==> config.mk <==
export PLATFORM = sky130hd
export DESIGN_NAME = owm_master
export DESIGN_NICKNAME = d
export VERILOG_FILES = /design/src/rtl/owm_pkg.sv /design/src/rtl/owm_tick.sv /design/src/rtl/owm_sync.sv /design/src/rtl/owm_seq.sv /design/src/rtl/owm_master.sv
export SDC_FILE = /design/constraint.sdc
export NUM_CORES = 1
export LEC_CHECK = 0
export BUFFER_PORTS_ARGS = -buffer_cell sky130_fd_sc_hd__buf_4
export CELL_PAD_IN_SITES_DETAIL_PLACEMENT = 1
export CELL_PAD_IN_SITES_GLOBAL_PLACEMENT = 1
export CORE_ASPECT_RATIO = 0.6
export CORE_MARGIN = 2
export CORE_UTILIZATION = 35
export DETAILED_ROUTE_END_ITERATION = 6
export GPL_TIMING_DRIVEN = 1
export PLACE_DENSITY_LB_ADDON = 0.12
export SYNTH_ARGS = -nofsm -noshare
export SYNTH_HDL_FRONTEND = slang
export SYNTH_HIERARCHICAL = 1
export SYNTH_SLANG_ARGS = --single-unit
==> constraint.sdc <==
create_clock -name clk -period 2.9 [get_ports clk]
set_input_delay 0.29 -clock clk [delete_from_list [all_inputs] [get_ports clk]]
set_output_delay 0.29 -clock clk [all_outputs]
set_load 0.02 [all_outputs]
==> src/rtl/owm_pkg.sv <==
package owm_pkg;

  typedef enum logic [1:0] {
    OP_IDLE  = 2'b00,
    OP_RESET = 2'b01,
    OP_WRITE = 2'b10,
    OP_READ  = 2'b11
  } owm_op_e;

  // Slot window in microseconds from command acceptance
  typedef struct packed {
    logic [31:0] lo_beg;  // first microsecond with the line pulled low
    logic [31:0] lo_end;  // first microsecond released again
    logic [31:0] smp;     // microsecond boundary of the (first) sample
    logic [31:0] fin;     // microsecond boundary that closes the slot
  } owm_win_t;

  function automatic owm_win_t owm_window(
    input owm_op_e     op,
    input logic        wbit,
    input int unsigned idle_us,
    input int unsigned rst_low_us,
    input int unsigned pres_wait_us,
    input int unsigned rst_rec_us,
    input int unsigned slot_low_us,
    input int unsigned w0_low_us,
    input int unsigned rd_smp_us,
    input int unsigned slot_us
  );
    owm_win_t w;
    case (op)
      OP_RESET: begin
        w.lo_beg = idle_us;
        w.lo_end = idle_us + rst_low_us;
        w.smp    = idle_us + rst_low_us + pres_wait_us;
        w.fin    = idle_us + rst_low_us + pres_wait_us + rst_rec_us;
      end
      OP_READ: begin
        w.lo_beg = 32'd0;
        w.lo_end = slot_low_us;
        w.smp    = rd_smp_us;
        w.fin    = slot_us;
      end
      OP_WRITE: begin
        w.lo_beg = 32'd0;
        w.lo_end = wbit ? slot_low_us : w0_low_us;
        w.smp    = 32'd0;
        w.fin    = slot_us;
      end
      default: begin
        w.lo_beg = 32'd0;
        w.lo_end = 32'd0;
        w.smp    = 32'd0;
        w.fin    = 32'd0;
      end
    endcase
    return w;
  endfunction

  function automatic int unsigned owm_max(input int unsigned a, input int unsigned b);
    return (a > b) ? a : b;
  endfunction

endpackage

==> src/rtl/owm_tick.sv <==
module owm_tick #(
  parameter int unsigned DIV = 100
) (
  input  logic clk,
  input  logic rst_n,
  input  logic clr,
  output logic tick
);
  generate
    if (DIV <= 1) begin : g_pass
      assign tick = !clr;
    end else begin : g_div
      localparam int unsigned W = $clog2(DIV);
      localparam logic [W-1:0] LAST = W'(DIV - 1);
      logic [W-1:0] cnt_q;

      assign tick = !clr && (cnt_q == LAST);

      always_ff @(posedge clk) begin
        if (!rst_n || clr || tick) cnt_q <= '0;
        else                       cnt_q <= cnt_q + 1'b1;
      end
    end
  endgenerate
endmodule

==> src/rtl/owm_sync.sv <==
module owm_sync #(
  parameter int unsigned STAGES  = 2,
  parameter logic        RST_VAL = 1'b1
) (
  input  logic clk,
  input  logic rst_n,
  input  logic d,
  output logic q
);
  logic [STAGES-1:0] chain_q;

  always_ff @(posedge clk) begin
    if (!rst_n) chain_q <= {STAGES{RST_VAL}};
    else        chain_q <= {chain_q[STAGES-2:0], d};
  end

  assign q = chain_q[STAGES-1];
endmodule

==> src/rtl/owm_seq.sv <==
module owm_seq
  import owm_pkg::*;
#(
  parameter int unsigned RST_IDLE_US  = 0,
  parameter int unsigned RST_LOW_US   = 480,
  parameter int unsigned PRES_WAIT_US = 70,
  parameter int unsigned RST_REC_US   = 410,
  parameter int unsigned SLOT_LOW_US  = 6,
  parameter int unsigned W0_LOW_US    = 60,
  parameter int unsigned RD_SMP_US    = 15,
  parameter int unsigned SLOT_US      = 70
) (
  input  logic       clk,
  input  logic       rst_n,
  input  logic       tick,
  input  logic       cmd_valid,
  input  logic [1:0] cmd_op,
  input  logic       cmd_wbit,
  input  logic       line_s,
  output logic       busy,
  output logic       done,
  output logic       rd_bit,
  output logic       presence,
  output logic       drive_low,
  output logic       accept_evt,
  output logic       sample_evt
);
  localparam int unsigned RST_FIN = RST_IDLE_US + RST_LOW_US + PRES_WAIT_US + RST_REC_US;
  localparam int unsigned MAX_US  = owm_max(RST_FIN, SLOT_US);
  localparam int unsigned US_W    = $clog2(MAX_US + 2);

  logic            busy_q, done_q, rd_q, pres_q, wbit_q, smp_q;
  owm_op_e         op_q;
  logic [US_W-1:0] us_q, us_inc;
  logic [US_W-1:0] lo_beg, lo_end, smp_at, fin_at;
  owm_win_t        win;
  logic            op_samples, hit_smp, hit_fin;

  always_comb begin
    win = owm_window(op_q, wbit_q, RST_IDLE_US, RST_LOW_US, PRES_WAIT_US, RST_REC_US,
                     SLOT_LOW_US, W0_LOW_US, RD_SMP_US, SLOT_US);
    lo_beg = US_W'(win.lo_beg);
    lo_end = US_W'(win.lo_end);
    smp_at = US_W'(win.smp);
    fin_at = US_W'(win.fin);
    us_inc = us_q + 1'b1;
    op_samples = (op_q == OP_RESET) || (op_q == OP_READ);
    hit_smp = busy_q && tick && op_samples && (us_inc == smp_at);
    hit_fin = busy_q && tick && (us_inc == fin_at);
  end

  assign accept_evt = !busy_q && cmd_valid && (cmd_op != OP_IDLE);
  assign sample_evt = hit_smp || (hit_fin && (op_q == OP_RESET));
  assign drive_low  = busy_q && (us_q >= lo_beg) && (us_q < lo_end);

  always_ff @(posedge clk) begin
    if (!rst_n) begin
      busy_q <= 1'b0;
      done_q <= 1'b0;
      rd_q   <= 1'b0;
      pres_q <= 1'b0;
      wbit_q <= 1'b0;
      smp_q  <= 1'b1;
      op_q   <= OP_IDLE;
      us_q   <= '0;
    end else begin
      done_q <= 1'b0;
      if (accept_evt) begin
        busy_q <= 1'b1;
        op_q   <= owm_op_e'(cmd_op);
        wbit_q <= cmd_wbit;
        us_q   <= '0;
      end else if (busy_q && tick) begin
        us_q <= us_inc;
        if (hit_smp) smp_q <= line_s;
        if (hit_fin) begin
          busy_q <= 1'b0;
          done_q <= 1'b1;
          if (op_q == OP_RESET) pres_q <= !smp_q && line_s;
          if (op_q == OP_READ)  rd_q   <= smp_q;
        end
      end
    end
  end

  assign busy     = busy_q;
  assign done     = done_q;
  assign rd_bit   = rd_q;
  assign presence = pres_q;
endmodule

==> src/rtl/owm_master.sv <==
module owm_master #(
  parameter int unsigned CLK_PER_US   = 100,
  parameter int unsigned RST_IDLE_US  = 0,
  parameter int unsigned RST_LOW_US   = 480,
  parameter int unsigned PRES_WAIT_US = 70,
  parameter int unsigned RST_REC_US   = 410,
  parameter int unsigned SLOT_LOW_US  = 6,
  parameter int unsigned W0_LOW_US    = 60,
  parameter int unsigned RD_SMP_US    = 15,
  parameter int unsigned SLOT_US      = 70,
  parameter int unsigned SYNC_STAGES  = 2
) (
  input  logic       clk,
  input  logic       rst_n,
  input  logic       cmd_valid,
  input  logic [1:0] cmd_op,
  input  logic       cmd_wbit,
  output logic       busy,
  output logic       done,
  output logic       rd_bit,
  output logic       presence,
  output logic       bus_drive_low,
  input  logic       bus_in,
  output logic       bus_sync
);
  logic us_tick;
  logic line_s;
  logic accept_evt;
  logic sample_evt;

  owm_sync #(.STAGES(SYNC_STAGES), .RST_VAL(1'b1)) sync_i (
    .clk   (clk),
    .rst_n (rst_n),
    .d     (bus_in),
    .q     (line_s)
  );

  owm_tick #(.DIV(CLK_PER_US)) tick_i (
    .clk   (clk),
    .rst_n (rst_n),
    .clr   (!busy),
    .tick  (us_tick)
  );

  owm_seq #(
    .RST_IDLE_US  (RST_IDLE_US),
    .RST_LOW_US   (RST_LOW_US),
    .PRES_WAIT_US (PRES_WAIT_US),
    .RST_REC_US   (RST_REC_US),
    .SLOT_LOW_US  (SLOT_LOW_US),
    .W0_LOW_US    (W0_LOW_US),
    .RD_SMP_US    (RD_SMP_US),
    .SLOT_US      (SLOT_US)
  ) seq_i (
    .clk        (clk),
    .rst_n      (rst_n),
    .tick       (us_tick),
    .cmd_valid  (cmd_valid),
    .cmd_op     (cmd_op),
    .cmd_wbit   (cmd_wbit),
    .line_s     (line_s),
    .busy       (busy),
    .done       (done),
    .rd_bit     (rd_bit),
    .presence   (presence),
    .drive_low  (bus_drive_low),
    .accept_evt (accept_evt),
    .sample_evt (sample_evt)
  );

  assign bus_sync = line_s;
endmodule

==> impl_metrics.ini, run 1 <==
[worst_setup_path]
crit_fanout = 11
crit_buf_inv = 1
end_kind = output pin
cp_cell_sequence = ha_1 > o31a_1 > o21a_1 > o21ai_1 > a21oi_1 > a2111oi_0 > buf_4
slowest_stage = dfxtp_1
cp_slowest_stage_delay_ns = 0.63
crit_cells = 7
cp.required_ns = 2.61
worst_ep_arrival_time_ns = 2.39
startpoint_type = register
worstRegToRegCells = 7
crit_family = compound AO/OA/AOI/OAI gates
worst-setup-path-type = reg2out

[timing]
final-setup-viol-count = 0
rsz0062_at_grt = no
worst_hold_slack_ns = 0.184
slew_violations = 0
period_needed_ns = 2.68
finalCritPeriodShare_pct = 92.5
maxSlewHeadroom_pct = 64.3
fin_skew_ns = 0.0145
setup_tns_ns = 0
max_freq_ghz = 0.373
worstMarginPinSlew_ns = 0.535
hold_viol_final = 0

[clocking]
cts_buffers = 3
htreeDepth = 1
root_buffer = clkbuf_8
clk_pin_slew_ns = 0.10
clockBufferDepth = 2
clock_latency_ns = 0.28
hold_buffers = 0
cts_tree = done
cts_sinks = 27

[logic_synthesis]
avgSynthCellArea_um2 = 8.53
ys_warn_count = 6
synth_cells = 197
syn_nets = 213
syn_area_mm2 = 0.00168

[grt]
overflow = 0
grt_pass1_vias = 1467
grt.total_usage_pct = 16.6
grt_pass1_wl_mm = 7.00
grt_max_degree = 18
antenna_found_initial = 0

[finish]
layout.nets = 226
mostFrequentLayoutCells = dfxtp_1, nor2_1, buf_4, nand2_1, nand3_1
area_delta_synth_final_pct = 11.2
layout-drive-gt1-share_pct = 15.8
n_antenna_cell = 0
final_common_cell = dfxtp_1

[route]
dr.pass1.iters = 4
drc_errors = 0
vias = 1446
ant_nets = 0
wl_per_cell_um = 15.2
drt-initial-drc-count = 45
via_per_inst = 5.32
drt-total-wl_mm = 4.14

[run]
cap_viol_max_count = 0

[place]
hpwl_mm = 3.40
io_buffers = 12
gp_congestion = 0.820

[floorplanning]
dieArea_mm2 = 0.00539
start_util_pct = 36.6
core_mm2 = 0.00459
row_count = 19
die_h_um = 57.7
die_w_um = 93.5
io_pins = 13

[pwr]
ir_worst_vdd_mv = 0.143
leakagePower_nw = 0.688
p_per_area_mw_per_mm2 = 366

[hold_path]
hold_path_depth = 2
min_path_type = in2reg

[outcome]
status = finished, final reports clean
## state kept, by name (all words and copies together) (netlist names)
name	flops
seq_i/us_q	10
seq_i/smp_q	1
seq_i/rd_bit	1
tick_i/g_div.cnt_q	7
seq_i/done	1
seq_i/presence	1
seq_i/op_q	2
sync_i/chain_q	2
seq_i/busy	1
seq_i/wbit_q	1
## metrics by stage
| stage | instance area, um2 | cells | utilization, % | worst slack [ns] | power, mW |
|---|---|---|---|---|---|
| floorplan | 1680 | 197 | - | 0.153 | 0.441 |
| detailed placement | 1810 | 268 | 39.5 | 0.217 | 0.470 |
| finish | 1870 | 272 | 40.7 | 0.217 | 0.684 |
| global placement | 1810 | 268 | 39.5 | 0.245 | 0.468 |
| CTS | 1860 | 272 | 40.6 | 0.196 | 0.698 |
| global route | 1870 | 272 | 40.7 | 0.000502 | 0.725 |
## worst reg2reg max path: stages, from the launching register on
cell and delay (ns):
dfxtp_1 0.50, ha_1 0.49, nand4_1 0.20, a21oi_2 0.21, nand3_1 0.09, or3_4 0.41
or4b_1 0.49, a21oi_1 0.15
## what timing repair did
action / CTS / global route
buffers inserted: 0 / 0
endpoints found under the setup margin: 0 / 1
gates resized for setup: 0 / 1
## where the power goes
part	switching [mW]	total (mW)	leakage, nW	internal (mW)
Sequential	0.00565	0.382	0.219	0.377
Clock	0.122	0.223	0.0261	0.101
Combinational	0.0444	0.0786	0.443	0.0342
Total	0.172	0.684	0.688	0.512
## worst paths after layout
| kind | startpoint | to | slack, ns |
|---|---|---|---|
| max | seq_i/us_q[2] | bus_drive_low | 0.22 |
| min | bus_in | sync_i/chain_q[0] | 0.18 |
| max reg2reg | seq_i/us_q[1] | seq_i/rd_bit | 0.30 |
| min reg2reg | sync_i/chain_q[0] | sync_i/chain_q[1] | 0.42 |
## cell type report
cell class	instances	area (um2)
Fill cell	559	2720
Clock inverter	1	8.76
Multi-Input combinational cell	155	1060
Tap cell	63	78.8
Sequential cell	27	541
Inverter	8	30.0
Timing Repair Buffer	15	113
Clock buffer	3	41.3
## routing by layer
metal,part of all wire (%),GRT usage [%],vias up
met1,52,23.4,694
li1,-,-,726
met3,4.7,3.90,4
met4,0.60,2.94,0
met5,0,0,-
met2,43,26.7,22
Power figures use the tool's default switching activity.
==> inputs of run 2 (changes only) <==
==> constraint.sdc (replaced) <==
create_clock -name clk -period 2.9 [get_ports clk]
set_input_delay 0.29 -clock clk [delete_from_list [all_inputs] [get_ports clk]]
set_output_delay 0.29 -clock clk [all_outputs]
set_load 0.05 [all_outputs]
==> impl_metrics.ini, run 2 (same netlist as run 1, synthesis figures left out) <==
[clocking]
hold_buffers = 0
htreeDepth = 1
cts_sinks = 27
root_buffer = clkbuf_8
cts_tree = done
post_cts_resize_count = 0
clock_latency_ns = 0.28
cts_buffers = 3
clockBufferDepth = 2
cts_setup_buffers = 0
clk_pin_slew_ns = 0.10

[route]
drc_errors = 0
ant_nets = 0
via_per_inst = 5.38
wl_per_cell_um = 15.9
vias = 1464
drt-initial-drc-count = 53
dr.pass1.iters = 4
drt-total-wl_mm = 4.32

[finish]
regMostFlops = seq_i/us_q
nFillCells = 551
finish.utilization_pct = 40.8
largest_reg_flops = 10
largestRegisters = seq_i/us_q x10, tick_i/g_div.cnt_q x7
area_delta_synth_final_pct = 11.3
n_antenna_cell = 0
final_common_cell = dfxtp_1
mostFrequentLayoutCells = dfxtp_1, nor2_1, buf_4, nand2_1, nand3_1
layout-drive-gt1-share_pct = 16.3
layout.nets = 226
stdcell_area_mm2 = 0.00187

[floorplanning]
core_mm2 = 0.00459
io_pins = 13
die_h_um = 57.7
die_w_um = 93.5
dieArea_mm2 = 0.00539
row_count = 19
start_util_pct = 36.6

[hold_path]
min_path_type = in2reg

[worst_setup_path]
crit_buf_inv = 0
cp_slowest_stage_delay_ns = 0.66
worst-setup-path-type = reg2reg
end_kind = register
startpoint_type = register
crit_fanout = 5
cp.required_ns = 3.08
crit_family = simple AND/OR/NAND/NOR gates
cp_cell_sequence = or4_4 > nor2_1 > nand2_4 > a21oi_2 > nand4_1 > a2111oi_1 > nand2_1 > a211o_1
slowest_stage = a2111oi_1
worst_ep_arrival_time_ns = 2.92

[grt]
grt_pass1_wl_mm = 7.34
antenna_found_initial = 0
grt.total_usage_pct = 17.5
overflow = 0
grt_pass1_vias = 1458
grt_max_degree = 17

[timing]
period_needed_ns = 2.74
finalCritPeriodShare_pct = 94.4
final-setup-viol-count = 0
maxSlewHeadroom_pct = 52.2
fin_skew_ns = 0.0109
hold_viol_final = 0
rsz0062_at_grt = no
max_freq_ghz = 0.365
setup_tns_ns = 0
slew_violations = 0
setup_slack_ns = 0.162
worstMarginPinSlew_ns = 0.716

[place]
dpl-instance-area_mm2 = 0.00182
hpwl_mm = 3.48
gp_congestion = 0.845
dp_slack_ns = 0.218
io_buffers = 12

[pwr]
power_uw = 691
leakagePower_nw = 0.685
ir_worst_vdd_mv = 0.157
p_per_area_mw_per_mm2 = 369

[outcome]
status = finished, final reports clean

[run]
cap_viol_max_count = 0
[run 2: cell count changes in the layout (fill, tap and decap cells not counted)]
cell	change
a2111oi_0	-1
a2111oi_1	+1
clkinvlp_4	+1
dfxtp_1	-1
dfxtp_2	+1
inv_6	-1
[run 2: power by group]
group | switching (mW) | leakage, nW | internal [mW]
logic | 0.0533 | 0.444 | 0.0354
clock network | 0.121 | 0.0217 | 0.0976
registers | 0.00593 | 0.219 | 0.377
[run 2: final timing paths]
| check | cells after the start | end | from | slack, ns |
|---|---|---|---|---|
| setup / recovery | 8 | seq_i/smp_q | tick_i/g_div.cnt_q[3] | 0.16 |
| hold / removal | 2 | sync_i/chain_q[0] | bus_in | 0.18 |
| setup reg to reg | 8 | seq_i/smp_q | tick_i/g_div.cnt_q[3] | 0.16 |
| hold reg to reg | 1 | sync_i/chain_q[1] | sync_i/chain_q[0] | 0.42 |
[run 2: cell type report]
cell class	count	area (um2)	area share (%)
Multi-Input combinational cell	155	1060	56.6
Timing Repair Buffer	15	113	6.02
Sequential cell	27	542	29.0
Inverter	8	30.0	1.61
Clock inverter	1	7.51	0.401
Clock buffer	3	41.3	2.21
Tap cell	63	78.8	4.21
[run 2: per-layer routing]
layer | wire (um) | share of wire, % | track usage [%] | vias up
li1 | - | - | - | 729
met1 | 2280 | 53 | 25.6 | 715
met2 | 1950 | 45 | 27.7 | 20
met3 | 94 | 2.2 | 2.73 | 0
met4 | 0 | 0 | 3.78 | 0
met5 | 0 | 0 | 0 | -
[run 2: per-stage QoR]
| step | instances | hold WS [ns] |
|---|---|---|
| global route | 272 | 0.187 |
| CTS | 272 | 0.176 |
| finish | 272 | 0.185 |
| floorplan | 197 | 0.363 |
| global placement | 268 | 0.390 |
| detailed placement | 268 | 0.394 |
